--- src/rtl/idiv_pkg.sv ---
package idiv_pkg;
  typedef enum logic [1:0] {
    ST_IDLE = 2'd0,
    ST_RUN  = 2'd1,
    ST_HOLD = 2'd2
  } idiv_state_e;

  localparam int          CAUSE_W       = 5;
  localparam logic [4:0]  CAUSE_DIVZERO = 5'd5;
endpackage

--- src/rtl/idiv_prep.sv ---
module idiv_prep #(
  parameter int W = 32
) (
  input  logic [W-1:0] dividend,
  input  logic [W-1:0] divisor,
  input  logic         is_signed,
  output logic [W-1:0] dvd_mag,
  output logic [W-1:0] dvs_mag,
  output logic         neg_q,
  output logic         dvs_zero
);
  logic neg_a, neg_b;

  always_comb begin
    neg_a    = is_signed & dividend[W-1];
    neg_b    = is_signed & divisor[W-1];
    dvd_mag  = neg_a ? (~dividend + 1'b1) : dividend;
    dvs_mag  = neg_b ? (~divisor + 1'b1) : divisor;
    neg_q    = neg_a ^ neg_b;
    dvs_zero = (divisor == '0);
  end
endmodule

--- src/rtl/idiv_core.sv ---
module idiv_core #(
  parameter int W = 32
) (
  input  logic         clk,
  input  logic         rst_n,
  input  logic         load,
  input  logic [W-1:0] dvd_mag,
  input  logic [W-1:0] dvs_mag,
  output logic [W-1:0] quo_mag,
  output logic         last
);
  localparam int CW = $clog2(W + 1);
  localparam logic [CW-1:0] ITER = CW'(W);

  logic [W-1:0]  rem_q, quo_q, dvs_q;
  logic [CW-1:0] cnt_q;
  logic [W:0]    shifted, diff;
  logic          fits;

  always_comb begin
    shifted = {rem_q, quo_q[W-1]};
    diff    = shifted - {1'b0, dvs_q};
    fits    = ~diff[W];
    last    = (cnt_q == CW'(1));
    quo_mag = quo_q;
  end

  always_ff @(posedge clk) begin
    if (!rst_n) begin
      rem_q <= '0;
      quo_q <= '0;
      dvs_q <= '0;
      cnt_q <= '0;
    end else if (load) begin
      rem_q <= '0;
      quo_q <= dvd_mag;
      dvs_q <= dvs_mag;
      cnt_q <= ITER;
    end else if (cnt_q != '0) begin
      rem_q <= fits ? diff[W-1:0] : shifted[W-1:0];
      quo_q <= {quo_q[W-2:0], fits};
      cnt_q <= cnt_q - 1'b1;
    end
  end

  AST_CNT_BOUND: assert property (@(posedge clk) disable iff (!rst_n)
    cnt_q <= ITER);
  AST_REM_BELOW_DIVISOR: assert property (@(posedge clk) disable iff (!rst_n)
    (cnt_q != '0) |-> (rem_q < dvs_q));
endmodule

--- src/rtl/idiv_trap.sv ---
module idiv_trap (
  input  logic clk,
  input  logic rst_n,
  input  logic accept,
  input  logic dvs_zero,
  input  logic exc_enable,
  input  logic zexc_suppress,
  output logic dz_status,
  output logic zero_pend,
  output logic exc_pend
);
  always_ff @(posedge clk) begin
    if (!rst_n) begin
      dz_status <= 1'b0;
      zero_pend <= 1'b0;
      exc_pend  <= 1'b0;
    end else if (accept) begin
      dz_status <= dvs_zero;
      zero_pend <= dvs_zero;
      exc_pend  <= dvs_zero & exc_enable & ~zexc_suppress;
    end
  end

  AST_EXC_NEEDS_DZ: assert property (@(posedge clk) disable iff (!rst_n)
    exc_pend |-> (dz_status && zero_pend));
  AST_DZ_SET_ON_ZERO: assert property (@(posedge clk) disable iff (!rst_n)
    (accept && dvs_zero) |=> dz_status);
  AST_DZ_CLEAR_ON_NONZERO: assert property (@(posedge clk) disable iff (!rst_n)
    (accept && !dvs_zero) |=> !dz_status);
endmodule

--- src/rtl/idiv_unit.sv ---
module idiv_unit #(
  parameter int W = 32
) (
  input  logic                        clk,
  input  logic                        rst_n,
  input  logic                        in_valid,
  output logic                        in_ready,
  input  logic [W-1:0]                in_dividend,
  input  logic [W-1:0]                in_divisor,
  input  logic                        in_signed,
  input  logic                        exc_enable,
  input  logic                        zexc_suppress,
  output logic                        out_valid,
  input  logic                        out_ready,
  output logic [W-1:0]                out_quotient,
  output logic                        dz_status,
  output logic                        exc_req,
  output logic [idiv_pkg::CAUSE_W-1:0] exc_cause
);
  import idiv_pkg::*;

  idiv_state_e  state_q;
  logic [W-1:0] dvd_mag, dvs_mag, quo_mag;
  logic         neg_q, neg_r, dvs_zero, last, accept, zero_pend, exc_pend;

  assign in_ready = (state_q == ST_IDLE);
  assign accept   = in_valid & in_ready;

  idiv_prep #(.W(W)) u_prep (
    .dividend (in_dividend),
    .divisor  (in_divisor),
    .is_signed(in_signed),
    .dvd_mag  (dvd_mag),
    .dvs_mag  (dvs_mag),
    .neg_q    (neg_q),
    .dvs_zero (dvs_zero)
  );

  idiv_core #(.W(W)) u_core (
    .clk    (clk),
    .rst_n  (rst_n),
    .load   (accept & ~dvs_zero),
    .dvd_mag(dvd_mag),
    .dvs_mag(dvs_mag),
    .quo_mag(quo_mag),
    .last   (last)
  );

  idiv_trap u_trap (
    .clk          (clk),
    .rst_n        (rst_n),
    .accept       (accept),
    .dvs_zero     (dvs_zero),
    .exc_enable   (exc_enable),
    .zexc_suppress(zexc_suppress),
    .dz_status    (dz_status),
    .zero_pend    (zero_pend),
    .exc_pend     (exc_pend)
  );

  always_ff @(posedge clk) begin
    if (!rst_n) begin
      state_q <= ST_IDLE;
      neg_r   <= 1'b0;
    end else begin
      case (state_q)
        ST_IDLE: if (accept) begin
          state_q <= dvs_zero ? ST_HOLD : ST_RUN;
          neg_r   <= neg_q;
        end
        ST_RUN:  if (last) state_q <= ST_HOLD;
        ST_HOLD: if (out_ready) state_q <= ST_IDLE;
        default: state_q <= ST_IDLE;
      endcase
    end
  end

  always_comb begin
    out_valid    = (state_q == ST_HOLD);
    out_quotient = '0;
    if (out_valid && !zero_pend)
      out_quotient = neg_r ? (~quo_mag + 1'b1) : quo_mag;
    exc_req   = out_valid & exc_pend;
    exc_cause = exc_req ? CAUSE_DIVZERO : '0;
  end

  AST_HOLD_STABLE: assert property (@(posedge clk) disable iff (!rst_n)
    (out_valid && !out_ready) |=> (out_valid && $stable(out_quotient) && $stable(exc_req)));
  AST_READY_ONLY_EMPTY: assert property (@(posedge clk) disable iff (!rst_n)
    in_ready |-> !out_valid);
  AST_ZERO_FAST: assert property (@(posedge clk) disable iff (!rst_n)
    (accept && in_divisor == '0) |=> (out_valid && out_quotient == '0));
  AST_EXC_CAUSE: assert property (@(posedge clk) disable iff (!rst_n)
    exc_req |-> (exc_cause == CAUSE_DIVZERO && out_quotient == '0));
  AST_NOVALID_ZERO: assert property (@(posedge clk) disable iff (!rst_n)
    !out_valid |-> (out_quotient == '0 && !exc_req));
endmodule

--- config.mk ---
export PLATFORM = sky130hd
export DESIGN_NAME = idiv_unit
export DESIGN_NICKNAME = d
export VERILOG_FILES = /design/src/rtl/idiv_pkg.sv /design/src/rtl/idiv_prep.sv /design/src/rtl/idiv_core.sv /design/src/rtl/idiv_trap.sv /design/src/rtl/idiv_unit.sv
export SDC_FILE = /design/constraint.sdc
export NUM_CORES = 1
export LEC_CHECK = 0
export BUFFER_PORTS_ARGS = -buffer_cell sky130_fd_sc_hd__buf_2
export CORE_MARGIN = 2
export CORE_UTILIZATION = 40
export CTS_CLUSTER_DIAMETER = 50
export DETAILED_ROUTE_END_ITERATION = 10
export PLACE_DENSITY = 0.69
export SLEW_MARGIN = 30
export SYNTH_ARGS = -nofsm -noshare
export SYNTH_HDL_FRONTEND = slang
export SYNTH_SLANG_ARGS = --single-unit
--- constraint.sdc ---
create_clock -name clk -period 11.5 [get_ports clk]
set_input_delay 2.875 -clock clk [delete_from_list [all_inputs] [get_ports clk]]
set_output_delay 2.875 -clock clk [all_outputs]
set_load 0.01 [all_outputs]
# After elaboration in Yosys (flattened, before gate mapping)

Index checks and enable logic that the tools add are counted.

Add/subtract/negate cells: 5
Eq/ne operators: 6
Reduce and logical (&&, ||, !) cells: 9
Muxes and demuxes: 15
Bitwise operators: 15

Operator list:

| operator              | count |
|---|---|
| $mux 32               | 7 |
| $add 32x1->32 const B | 3 |
| $not 32->32           | 3 |
| $sub 33x32->33        | 1 |
| $logic_not 32->1      | 1 |
| $mux 6                | 2 |
| $mux 2                | 4 |
| $and 1x1->1           | 7 |
| $eq 6x1->1 const B    | 1 |
| $pmux 2 s3            | 1 |
| $reduce_bool 6->1     | 1 |
| $sub 6x1->6 const B   | 1 |
| $ne 2x1->1 const B    | 2 |
| $not 1->1             | 4 |
| $mux 3                | 1 |
| $reduce_and 3->1      | 1 |
| $eq 2x1->1 const B    | 1 |
| $eq 2x2->1 const B    | 1 |
| $logic_not 2->1       | 1 |
| $ne 2x2->1 const B    | 1 |
| $reduce_and 2->1      | 1 |
| $reduce_bool 2->1     | 1 |
| $reduce_or 2->1       | 1 |
| $logic_and 1x1->1     | 1 |
| 2 further kinds       | 2 |

Output and inout bits: 41
Flip-flop bits (word level): 107
Word-level logic and storage cells: 59
Bits of input ports: 71

# Logic depth before layout (Yosys ltp)

Word-level depth: 4
Mapped depth: 14

# Hierarchy

A second synthesis with hierarchy kept.

Cell total of the unflattened synthesis: 1221
Area, all modules: 9177.6 µm²

Modules (own cells, without submodules):

| module    | times used | sequential area each (µm²) | area an instance (µm²) | cells each |
|---|---|---|---|---|
| idiv_core | 1          | 2042.0                     | 6224.7                 | 777 |
| idiv_prep | 1          | 0.0                        | 1589.0                 | 240 |
| idiv_unit | 1          | 60.1                       | 1277.5                 | 196 |
| idiv_trap | 1          | 40.0                       | 86.3                   | 8 |

# Worst setup path before layout

No wires, ideal clock.

Kind: reg2out
From: reg u_core.quo_q[2] (netlist: u_core.quo_mag[2])
To: out out_quotient[30]
Required time: 8625 ps
Slack: 5638 ps
Data arrival time: 2987 ps
Buffers on the path: 1
Cell stages (with the launch flop): 11
Cells stage by stage: dfxtp_1 > buf_6 > nor4_4 > nand3_1 > or4_1 > or4_4 > or4_4 > or3_1 > o21ai_1 > xor2_1 > nor2_1

Cells in the longest elaborated chain, start to end: 4

RTL lines:

| what                   | RTL line        | RTL |
|---|---|---|
| from (decl)            | idiv_core.sv:15 | `logic [W-1:0] rem_q, quo_q, dvs_q;` |
| from (signal assigned) | idiv_core.sv:36 | `quo_q <= dvd_mag;` |
| from (signal assigned) | idiv_core.sv:41 | `quo_q <= {quo_q[W-2:0], fits};` |
| $not 32->32            | idiv_unit.sv:82 | `out_quotient = neg_r ? (~quo_mag + 1'b1) : quo_mag;` |
| $add 32x1->32          | idiv_unit.sv:82 |  |
| $mux 32                | idiv_unit.sv:82 |  |
| $mux 32                | idiv_unit.sv:81 | `if (out_valid && !zero_pend)` |
| to (decl)              | idiv_unit.sv:15 | `output logic [W-1:0] out_quotient,` |

No other way between the ends.

# Worst setup path in the final report

From: reg u_core.quo_q[2] (netlist: u_core.quo_mag[2])
To: out out_quotient[28]

Same word-level chain as after synthesis.

==> impl_metrics.yaml <==
cells_and_area:
  antenna_cells: 0
  stdcell_count: 1457
  drive_above_1_share: 0.128
  area_growth_syn_to_layout_pct: 11.5
  finalNetCount: 1292
power_and_ir_drop:
  pwr-share-seq: 0.223
  clock_power_share: 0.115
  netSwitchingPower_uw: 1290
  power_leakage_uw: 0.00373
  p_int_uw: 1340
  p_comb_frac: 0.662
  swShare: 0.490
  power_density_mw_per_mm2: 283
  peakVddDrop_mv: 0.162
route:
  antenna_left: 0
  drc: 0
  wire_per_inst_um: 15.3
  drtPass1Iterations: 5
  viasPerCell: 5.58
  drt_iter0_markers: 490
  drt-total-wl_mm: 22.4
  vias: 8124
synth:
  ys.flop_type: "dfxtp_1"
  ys_ff_latch: 107
  syn_avg_cell_area_um2: 7.41
  synth_enable_flop_cells: 0
  syn_inst: 1123
  synth_cell_types: 67
  synthArstFlopShare: 0
  syn_area_mm2: 0.00832
  yosysWarningCount: 0
  yosysSeqAreaShare: 0.257
worst_setup_path:
  worst_setup_path_start_kind: "flop"
  cp_max_fo: 7
  cp_cell_sequence: "nor4_4, nand3_1, or4_1, or4_4, or4_4, or3_1, o21ai_1, xor2_1, nor2_1, buf_2"
  cp_common_cell: "or4_4"
  arrival_ps: 3770
  reg2reg_from: "u_core.quo_mag[31]"
  max_stage_delay_ps: 520
  worstPathRequired_ps: 8630
  critical_path_class: "flop to primary output"
  cp-end-kind: "primary output"
  startpoint: "u_core.quo_mag[2]"
  cp_slowest_cell: "or4_4"
floorplanning:
  dieArea_mm2: 0.0220
  die_x_um: 148
  die_h_um: 148
  core_area_mm2: 0.0203
  ioPinCount: 112
  initial_core_util: 0.410
  num_rows: 52
global_route:
  grt_max_degree: 101
  grt_util_met2: 0.317
  grt_pass1_vias: 7638
  grt_util_met1: 0.294
  grt_pass1_wl_mm: 37.3
  grt_overflow: 0
  grt-busiest-layer: "met2"
  grt_usage: 0.205
  antenna_found_initial: 0
  use_met3: 0.0267
sta:
  rsz0062_at_grt: "no"
  fmax_mhz: 151
  worst_slack_ps: 4860
  relSlewSlack: 0.350
  finalCriticalPeriod_ps: 6640
  tns_ps: 0
  finalHoldViolations: 0
  setup-violations-final: 0
  fin_hold_ws_ps: 464
  drv_slew: 0
  fin_skew_ps: 10.0
  tightestPinTransition_ps: 975
  fin_crit_sh: 0.578
placement:
  hpwlAfterDp_mm: 16.6
  gp_congestion: 0.929
  place_ws_ps: 4900
  io_buffers: 108
  dp.cells: 1442
flow_run:
  maxCapViolations: 0
min_path:
  holdCritStartpoint: "u_trap.exc_pend"
  hp-class: "flop to flop"
cts:
  cts_buffers: 9
  clkLatencyLatePin_ps: 360
  path_clk_slew_ps: 70
  clock-root-buffer: "clkbuf_16"
  cts_tree: "built"
  postCtsHoldBufs: 0
  cts_setup_buffers: 0
  htreeDepth: 3
  ctsResizeCount: 0
  cts_max_path_buffers: 2
  cts_num_sinks: 107
status:
  outcome: "finished, final reports clean"
[power groups by stage]
| stage | combinational, uW | clock, uW | sequential, uW |
|---|---|---|---|
| floorplan | 1410 | 0 | 559 |
| global placement | 1700 | 0 | 588 |
| detailed placement | 1710 | 0 | 591 |
| CTS | 1730 | 307 | 583 |
| global route | 1950 | 322 | 602 |
| finish | 1740 | 303 | 586 |
[cell families (layout without fill, tap and decap cells)]
| group | count (synthesis) | count (layout) | share of synthesized area |
|---|---|---|---|
| multiplexers | 27 | 27 | 0.0325 |
| AO/OA/AOI/OAI | 280 | 280 | 0.227 |
| other | 1 | 3 | 0.000451 |
| XOR/XNOR | 117 | 117 | 0.123 |
| flip-flops | 107 | 107 | 0.257 |
| adder cells (fa/ha/maj) | 38 | 38 | 0.0580 |
| AND/OR/NAND/NOR | 429 | 429 | 0.241 |
| buffers and inverters | 124 | 186 | 0.0603 |
[synthesized netlist by cell type (2+ instances only)]
cell type	count	area, um2
nor3_1	33	165
nand2_1	117	439
ha_1	37	463
o21bai_1	3	22.5
a32oi_1	2	17.5
o21ai_1	2	10.0
mux2i_1	27	270
nand4b_1	2	17.5
a221oi_1	2	17.5
o31ai_1	17	128
a311oi_1	29	254
xnor2_1	54	473
xor2_1	63	552
o311ai_0	2	17.5
a31oi_1	11	68.8
and3_1	8	50.1
or2_2	2	12.5
or3_1	6	37.5
nor2_1	163	612
nor2b_1	8	50.1
a21o_1	11	82.6
or4_1	10	75.1
dfxtp_1	107	2140
o211ai_1	7	52.6
buf_4	5	37.5
a2111oi_0	2	17.5
buf_2	7	35.0
inv_1	56	210
nand2b_1	13	81.3
buf_1	3	11.3
o21ai_0	41	205
and2_1	8	50.1
nand4_1	9	56.3
o21a_1	4	30.0
o41ai_1	8	70.1
nor4_1	11	68.8
nand3_1	20	100
a21oi_1	71	355
or4_4	5	56.3
clkbuf_1	51	191
a211oi_1	57	428
nand3b_1	4	30.0
[routing by layer]
metal / share of wire / vias up
li1: - / 4109
met1: 0.50 / 3802
met2: 0.44 / 181
met4: 0.021 / 0
met5: 0 / -
met3: 0.043 / 32
[final cells by class]
type | instances | area (um2)
inverter | 56 | 210
fill | 2104 | 11000
clock buffer | 12 | 256
tap | 270 | 338
timing repair buffer | 115 | 597
multi-input combinational | 894 | 5710
clock inverter | 3 | 22.5
sequential | 107 | 2140
[sequential cells by signal, indices dropped and copies added, names as in the netlist]
register          flops
u_core.rem_q         32
u_trap.exc_pend       1
u_core.quo_mag       32
u_core.dvs_q         32
state_q               2
u_core.cnt_q          6
neg_r                 1
u_trap.dz_status      1
[per-stage QoR]
step,util,area [um2],power [uW]
after CTS,0.456,9260,2620
after global placement,0.442,8980,2280
final,0.457,9280,2630
after floorplan,-,8330,1970
after global routing,0.457,9280,2870
after detailed placement,0.443,8980,2310
[cell usage in the layout (no fill, tap or decap), drive strengths merged, types with 9 or more instances in the layout]
cell	synthesis	layout
xor2	63	63
ha	37	37
clkbuf	52	12
nor3	33	33
nand3	20	20
inv	56	57
or4	15	15
nand2	117	117
nand2b	13	13
a21oi	71	71
o21ai	43	43
a31oi	11	11
nor4	13	13
a311oi	29	29
a21o	11	11
and2	9	9
mux2i	27	27
nand4	9	9
o31ai	19	19
dfxtp	107	107
buf	16	115
a211oi	57	57
nor2	163	163
xnor2	54	54
[final timing paths]
kind | slack (ps) | cells past startpoint | to
setup / recovery | 4860 | 10 | out_quotient[28]
setup reg to reg | 7390 | 13 | u_core.rem_q[15]
hold / removal | 460 | 2 | u_trap.exc_pend
hold reg to reg | 460 | 2 | u_trap.exc_pend
[worst max-delay path, delay by kind of cell, from the launching register on]
kind            cells  cell delay, ps
simple gates        7            2470
buf+inv             1             170
xor+xnor            1             200
compound gates      1             150
flops               1             410
Power figures use the tool's default switching activity.
